[config.mk]
export PLATFORM = sky130hd
export DESIGN_NAME = trig_cond_eval
export DESIGN_NICKNAME = d
export VERILOG_FILES = /design/src/rtl/tce_pkg.sv /design/src/rtl/tce_ctrl.sv /design/src/rtl/tce_condset.sv /design/src/rtl/trig_cond_eval.sv
export SDC_FILE = /design/constraint.sdc
export NUM_CORES = 1
export LEC_CHECK = 0
export CAP_MARGIN = 20
export CORE_AREA = 2 2 69 71
export DETAILED_ROUTE_END_ITERATION = 8
export DIE_AREA = 0 0 71 73
export PLACE_DENSITY = 0.93
export SLEW_MARGIN = 5
export SYNTH_ARGS = -nofsm -noshare
export SYNTH_HDL_FRONTEND = slang
export SYNTH_HIERARCHICAL = 1
export SYNTH_SLANG_ARGS = --single-unit
[constraint.sdc]
create_clock -name clk -period 2.45 [get_ports clk]
set_input_delay 0.3675 -clock clk [delete_from_list [all_inputs] [get_ports clk]]
set_output_delay 0.3675 -clock clk [all_outputs]
set_load 0.02 [all_outputs]
[src/rtl/tce_pkg.sv]
package tce_pkg;

  typedef enum logic [1:0] {
    MODE_CMP   = 2'd0,
    MODE_LEVEL = 2'd1,
    MODE_RISE  = 2'd2,
    MODE_FALL  = 2'd3
  } probeMode_e;

  typedef enum logic [2:0] {
    OP_EQ   = 3'd0,
    OP_NE   = 3'd1,
    OP_GT   = 3'd2,
    OP_LT   = 3'd3,
    OP_GE   = 3'd4,
    OP_LE   = 3'd5,
    OP_RSV6 = 3'd6,
    OP_RSV7 = 3'd7
  } cmpOp_e;

  // strobes from the history control to each condition datapath
  typedef struct packed {
    logic edgeArm;   // a previous sample exists, edges may be reported
  } evalStrobe_t;

endpackage

[src/rtl/tce_ctrl.sv]
module tce_ctrl
  import tce_pkg::*;
#(
  parameter int NUM_PROBES = 4,
  parameter int PROBE_W    = 4
) (
  input  logic                          clk,
  input  logic                          rstN,
  input  logic [NUM_PROBES*PROBE_W-1:0] probeData,
  output evalStrobe_t                   strobes,
  output logic [NUM_PROBES-1:0]         prevBit
);

  logic [NUM_PROBES-1:0] curBit;
  logic                  histValid;

  for (genvar i = 0; i < NUM_PROBES; i++) begin : g_bit
    assign curBit[i] = probeData[i*PROBE_W];
  end

  always_ff @(posedge clk or negedge rstN) begin
    if (!rstN) begin
      histValid <= 1'b0;
      prevBit   <= '0;
    end else begin
      histValid <= 1'b1;
      prevBit   <= curBit;
    end
  end

  assign strobes.edgeArm = histValid;

  AST_ARM_STICKY: assert property (@(posedge clk) disable iff (!rstN)
    histValid |=> histValid);

  AST_PREV_TRACKS: assert property (@(posedge clk) disable iff (!rstN)
    histValid |=> (prevBit == $past(curBit)));

endmodule

[src/rtl/tce_condset.sv]
module tce_condset
  import tce_pkg::*;
#(
  parameter int NUM_PROBES = 4,
  parameter int PROBE_W    = 4
) (
  input  logic                          clk,
  input  logic                          rstN,
  input  logic [NUM_PROBES*PROBE_W-1:0] probeData,
  input  logic [NUM_PROBES-1:0]         prevBit,
  input  evalStrobe_t                   strobes,
  input  logic [NUM_PROBES-1:0]         enable,
  input  logic [2*NUM_PROBES-1:0]       modeSel,
  input  logic [3*NUM_PROBES-1:0]       opSel,
  input  logic [NUM_PROBES*PROBE_W-1:0] cmpValue,
  input  logic                          combineOr,
  output logic                          match
);

  logic [NUM_PROBES-1:0] hit;
  logic [NUM_PROBES-1:0] isEdge;
  logic                  matchNext;

  for (genvar i = 0; i < NUM_PROBES; i++) begin : g_probe
    logic [PROBE_W-1:0] sampleVal;
    logic [PROBE_W-1:0] refVal;
    probeMode_e         modeVal;
    cmpOp_e             opVal;
    logic               cmpRes;
    logic               probeHit;

    assign sampleVal = probeData[i*PROBE_W +: PROBE_W];
    assign refVal    = cmpValue[i*PROBE_W +: PROBE_W];
    assign modeVal   = probeMode_e'(modeSel[2*i +: 2]);
    assign opVal     = cmpOp_e'(opSel[3*i +: 3]);

    always_comb begin
      case (opVal)
        OP_EQ:   cmpRes = (sampleVal == refVal);
        OP_NE:   cmpRes = (sampleVal != refVal);
        OP_GT:   cmpRes = (sampleVal >  refVal);
        OP_LT:   cmpRes = (sampleVal <  refVal);
        OP_GE:   cmpRes = (sampleVal >= refVal);
        OP_LE:   cmpRes = (sampleVal <= refVal);
        default: cmpRes = 1'b0;
      endcase
    end

    always_comb begin
      case (modeVal)
        MODE_CMP:   probeHit = cmpRes;
        MODE_LEVEL: probeHit = (sampleVal[0] == refVal[0]);
        MODE_RISE:  probeHit = strobes.edgeArm && !prevBit[i] && sampleVal[0];
        MODE_FALL:  probeHit = strobes.edgeArm && prevBit[i] && !sampleVal[0];
        default:    probeHit = 1'b0;
      endcase
    end

    assign hit[i]    = probeHit;
    assign isEdge[i] = (modeVal == MODE_RISE) || (modeVal == MODE_FALL);
  end

  always_comb begin
    if (enable == '0)
      matchNext = 1'b0;
    else if (combineOr)
      matchNext = |(hit & enable);
    else
      matchNext = ((hit & enable) == enable);
  end

  always_ff @(posedge clk or negedge rstN) begin
    if (!rstN) match <= 1'b0;
    else       match <= matchNext;
  end

  AST_IDLE_WHEN_NONE: assert property (@(posedge clk) disable iff (!rstN)
    (enable == '0) |=> !match);

  AST_EDGE_NEEDS_ARM: assert property (@(posedge clk) disable iff (!rstN)
    !strobes.edgeArm |-> ((hit & isEdge) == '0));

  AST_AND_ALL: assert property (@(posedge clk) disable iff (!rstN)
    (!combineOr && ((hit & enable) != enable)) |=> !match);

  AST_OR_ANY: assert property (@(posedge clk) disable iff (!rstN)
    (combineOr && ((hit & enable) != '0)) |=> match);

endmodule

[src/rtl/trig_cond_eval.sv]
module trig_cond_eval
  import tce_pkg::*;
#(
  parameter int NUM_PROBES = 4,
  parameter int PROBE_W    = 4
) (
  input  logic                          clk,
  input  logic                          rstN,
  input  logic [NUM_PROBES*PROBE_W-1:0] probeData,
  input  logic [NUM_PROBES-1:0]         trigEnable,
  input  logic [2*NUM_PROBES-1:0]       trigMode,
  input  logic [3*NUM_PROBES-1:0]       trigOp,
  input  logic [NUM_PROBES*PROBE_W-1:0] trigValue,
  input  logic                          trigAnyMode,
  input  logic [NUM_PROBES-1:0]         capEnable,
  input  logic [2*NUM_PROBES-1:0]       capMode,
  input  logic [3*NUM_PROBES-1:0]       capOp,
  input  logic [NUM_PROBES*PROBE_W-1:0] capValue,
  input  logic                          capAnyMode,
  output logic                          trigMatch,
  output logic                          capQualify
);

  evalStrobe_t           strobes;
  logic [NUM_PROBES-1:0] prevBit;

  tce_ctrl #(.NUM_PROBES(NUM_PROBES), .PROBE_W(PROBE_W)) u_ctrl (
    .clk(clk), .rstN(rstN), .probeData(probeData),
    .strobes(strobes), .prevBit(prevBit)
  );

  tce_condset #(.NUM_PROBES(NUM_PROBES), .PROBE_W(PROBE_W)) u_trigSet (
    .clk(clk), .rstN(rstN), .probeData(probeData), .prevBit(prevBit),
    .strobes(strobes), .enable(trigEnable), .modeSel(trigMode),
    .opSel(trigOp), .cmpValue(trigValue), .combineOr(trigAnyMode),
    .match(trigMatch)
  );

  tce_condset #(.NUM_PROBES(NUM_PROBES), .PROBE_W(PROBE_W)) u_capSet (
    .clk(clk), .rstN(rstN), .probeData(probeData), .prevBit(prevBit),
    .strobes(strobes), .enable(capEnable), .modeSel(capMode),
    .opSel(capOp), .cmpValue(capValue), .combineOr(capAnyMode),
    .match(capQualify)
  );

  AST_RESET_QUIET: assert property (@(posedge clk)
    !rstN |=> (!trigMatch && !capQualify));

endmodule

# [Word-level counts from Yosys, hierarchy flattened]
# Index checks and enable logic that the tools add are counted.
[word_totals] register_bits=7 input_bits=100 out_inout_bits=2 wordCells=192
[op_classes] magnitude_cmp=32 n_eq_ne=90 mux=20 bitwise_logic=2 reduce_logical=44
[ops] op="$eq 3x2->1 const B" n=16
[ops] op="$eq 3x3->1 const B" n=16
[ops] op="$pmux 1 s6" n=8
[ops] op="$eq 4x4->1" n=10
[ops] op="$eq 2x2->1 const B" n=16
[ops] op="$ge 4x4->1" n=8
[ops] op="$gt 4x4->1" n=8
[ops] op="$le 4x4->1" n=8
[ops] op="$lt 4x4->1" n=8
[ops] op="$ne 4x4->1" n=8
[ops] op="$pmux 1 s4" n=8
[ops] op="$eq 3x1->1 const B" n=8
[ops] op="$logic_not 3->1" n=8
[ops] op="$eq 2x1->1 const B" n=8
[ops] op="$logic_and 1x1->1" n=16
[ops] op="$logic_not 2->1" n=8
[ops] op="$and 4x4->4" n=2
[ops] op="$eq 1x1->1" n=8
[ops] op="$logic_not 1->1" n=8
[ops] op="$logic_not 4->1" n=2
[ops] op="$reduce_or 4->1" n=2
[ops] op="$mux 1" n=4

# [Depth between registers and ports, before layout]
[logic_depth] depth_word=8 depth_mapped=9 ltp_nobuf=9

# [Hierarchy]
# Netlist, hierarchy kept.
[by_module_without_submodules] mod="tce_condset at u_trigSet" instances=1 cells_each=124 area_per_inst_um2=849.6
[by_module_without_submodules] mod="tce_condset at u_capSet" instances=1 cells_each=124 area_per_inst_um2=848.3
[by_module_without_submodules] mod="tce_ctrl" instances=1 cells_each=6 area_per_inst_um2=128.9

# [Worst setup path before layout]
# Ideal clock, no wire load.
[synth_path] kind="in2reg" from="input port probeData[0]" to="register u_capSet.match" setup_ps=131 arrival_ps=1652 required_time_ps=2319 setup_slack_ps=667 path_stages=9 path_buffers=0 path_cell_list="inv_1 > ha_1 > nand4_1 > nand2_1 > or3_1 > nand4_1 > nand3_2 > a22oi_2 > a211oi_2"
[synth_between] elab_chain_cells=7 elab_cells_between_ends=17
[synth_rtl] item="from (decl)" line="trig_cond_eval.sv:9" text="input logic [NUM_PROBES*PROBE_W-1:0] probeData,"
[synth_rtl] item="$le 4x4->1, or another cell as far along" line="tce_condset.sv:44" text="OP_LE: cmpRes = (sampleVal <= refVal);"
[synth_rtl] item="$pmux 1 s6 / $logic_and 1x1->1 (equally long branches)" line="tce_condset.sv:38, tce_condset.sv:54"
[synth_rtl] item="$pmux 1 s4 (*)" line="tce_condset.sv:50" text="case (modeVal)"
[synth_rtl] item="$and 4x4->4 (*)" line="tce_condset.sv:67, tce_condset.sv:69"
[synth_rtl] item="$eq 4x4->1 / $reduce_or 4->1 (equally long branches)" line="tce_condset.sv:69, tce_condset.sv:67"
[synth_rtl] item="$mux 1 (*)" line="tce_condset.sv:66" text="else if (combineOr)"
[synth_rtl] item="$mux 1 (*)" line="tce_condset.sv:64" text="if (enable == '0)"
[synth_rtl] item="net u_capSet.matchNext" line="tce_condset.sv:22" text="logic matchNext;"
[synth_rtl] item="to (signal assigned)" line="tce_condset.sv:74" text="else match <= matchNext;"
[synth_rtl] item="to (decl)" line="tce_condset.sv:17" text="output logic match"
# Mark *: on every way through the listed nets, which the timed path passes. The rest lies on a longest branch.

# [Worst setup path in the final report]
# Same ends and word-level chain as after synthesis.

==> results.cfg <==
[sta]
skew_ns = 0.000300
fin_crit_sh_pct = 93.9
finalHoldViolations = 0
drv_slew = 0
fmax_mhz = 435
setup_tns_ns = 0
fin_crit_ns = 2.30
rsz0062_at_grt = no
setup_viol = 0

[global_routing]
grt.total_usage_pct = 20.7
grt_start_max_net_pins = 9
antenna_found_initial = 0
grt_pass1_vias = 2346
grt_pass1_wl_mm = 9.01
grt_overflow = 0

[cells_and_area]
drive_above_1_share_pct = 3.87
n_antenna_cell = 0
final_cell_mix = clkdlybuf4s50_1, inv_1, ha_1, nand2_1, nand4_1
multiInputGateArea_um2 = 1500
final_common_cell = clkdlybuf4s50_1
area_delta_synth_final_pct = 62.7
ff_latch_area_um2 = 175
finalNetCount = 495
postLayoutCoreUtil_pct = 65.5
num-fill-cells = 376

[floorplan]
dieArea_um2 = 5180
start_util_pct = 40.3
core_area_um2 = 4540
die_w_um = 71
ios = 102
std_cell_rows = 25
die_height_um = 73

[pwr]
comb_power_share_pct = 61.9
ir_worst_vdd_mv = 0.136
p_int_w = 0.000508
power_w = 0.000768
p_sw_share_pct = 33.9
power_density_nw_per_um2 = 258
power.leakage_nw = 1.34
share_seq_of_total_power_pct = 17.3
switchingPower_w = 0.000260
pwr-share-clk_pct = 20.8

[synth]
synth-seq-cells = 7
synth_top_family_by_area = simple AND/OR/NAND/NOR gates
synthesis.area_um2 = 1830
synth_compound_area_share_pct = 27.7
ys_types = 26
yosys-mux-area-fraction_pct = 0
syn-num-nets = 386
netlist.top_cell.by_area = ha_1
avgSynthCellArea_um2 = 7.19
synthSimpleGateAreaFrac_pct = 28.6
ys_seq_area_share_pct = 9.59
ys_top_cells_by_area = ha_1, dfrtp_1, inv_1, nand4_1, nand2_1
synth_cells = 254
synthXorXnorAreaFrac_pct = 3.84
synth_warnings = 6
synth_top_area_share_pct = 21.9
synth_fa_ha_area_share_pct = 21.9

[detailed_routing]
postRouteAntennaNets = 0
dr.pass1.iters = 6
wirelength_mm = 5.46
via_per_inst = 5.59
drc = 0
via_count = 2325
wl_per_cell_um = 13.1
drt_iter0_markers = 103

[worst_setup_path]
cp_max_fo = 3
startpoint_type = input port
required_ns = 2.54
cp-end-kind = register
reg2reg_depth = 6
crit_type = input port to register
arrival_ns = 2.39

[clocking]
clock-sinks = 7
cts_max_path_buffers = 2
clock_latency_ns = 0.22
cts_buffers = 3
root_buffer = clkbuf_8
cts_resized = 0
cts_tree = built
postCtsSetupRepairBufs = 0
cts_hold_buf = 0
clkTransAtPathRegs_ns = 0.04
htreeDepth = 1

[run_status]
outcome = finished clean

[place]
portBuffers = 101
dpl.hpwl_mm = 4.79
gp_congestion = 0.816

[job]
cap_violations = 0

[worst_hold_path]
hp-class = input port to async pin
power by group through the flow:
stage / combinational, W / sequential [W] / clock, W
6_report: 0.000476 / 0.000133 / 0.000160
4_1_cts: 0.000474 / 0.000133 / 0.000162
5_1_grt: 0.000524 / 0.000133 / 0.000175
2_1_floorplan: 0.000215 / 0.000138 / 0
3_5_place_dp: 0.000471 / 0.000134 / 0
3_3_place_gp: 0.000453 / 0.000134 / 0
cell families after synthesis:
kind of cell	Yosys count
other	1
adders and majority gates	32
AOI/OAI and AO/OA	70
and+or+nand+nor	96
buffers and inverters	40
DFF	7
xor gates and xnor gates	8
state kept, by name, summed over array words and instances, names as in the netlist:
name and cells:
u_ctrl/strobes 1, u_capSet/match 1, u_ctrl/prevBit 4, u_trigSet/match 1
per-layer routing:
metal	GRT usage [%]	up-vias	share of wire, %
li1	-	1179	-
met1	23.3	1071	41
met2	41.0	71	54
met3	0.967	4	4.0
met4	7.13	0	0.81
met5	0	-	0
worst max-delay path, stage by stage:
cell,delay [ns]
clkdlybuf4s50_1,0.51
inv_1,0.07
ha_1,0.30
nand4_1,0.19
nand2_1,0.11
or3_1,0.33
nand4_1,0.14
nand3_2,0.08
a22oi_2,0.20
a211oi_2,0.09
synthesized netlist by cell type:
cell	n
o21ai_0	4
dfrtp_1	7
ha_1	32
xnor2_1	8
nand3_2	3
nand4_1	19
nand2b_1	12
nand3b_1	4
a211oi_2	2
conb_1	1
o21ai_1	8
o22ai_1	4
o311ai_1	8
a211oi_1	8
a31oi_1	4
o31a_1	8
a21oi_1	12
nand4_2	1
nor2_1	12
inv_1	40
a22oi_1	2
nand3_1	9
or3_1	12
nand2_1	24
a22oi_2	2
o2111ai_1	8
per-stage QoR:
step | hold slack [ns] | cells | instance area, um2 | setup WS [ns]
6_report | 0.417 | 416 | 2970 | 0.149
5_1_grt | 0.439 | 416 | 2970 | 0.0484
4_1_cts | 0.428 | 416 | 2970 | 0.202
3_5_place_dp | 0.664 | 412 | 2930 | -0.0321
3_3_place_gp | 0.649 | 412 | 2930 | 0.00991
2_1_floorplan | 0.0719 | 254 | 1830 | 0.667
path summary, 6_finish.rpt:
path,startpoint,to,slack [ns]
setup / recovery,probeData[0],u_capSet/match,0.15
setup reg to reg,u_ctrl/prevBit[0],u_trigSet/match,0.99
min in group clk,probeData[8],u_ctrl/prevBit[2],0.69
max in group asynchronous,rstN,u_trigSet/match,1.78
hold / removal,rstN,u_capSet/match,0.42
hold reg to reg,u_ctrl/prevBit[2],u_capSet/match,0.99
layout make-up:
| type | instances | area share, % |
|---|---|---|
| flip-flops and latches | 7 | 5.89 |
| repair buffers | 104 | 34.8 |
| clock buffers | 4 | 1.52 |
| multi-input cells | 207 | 50.5 |
| well taps | 54 | 2.27 |
| inverters | 40 | 5.05 |
Note: power is estimated with default switching activity, not from simulation.
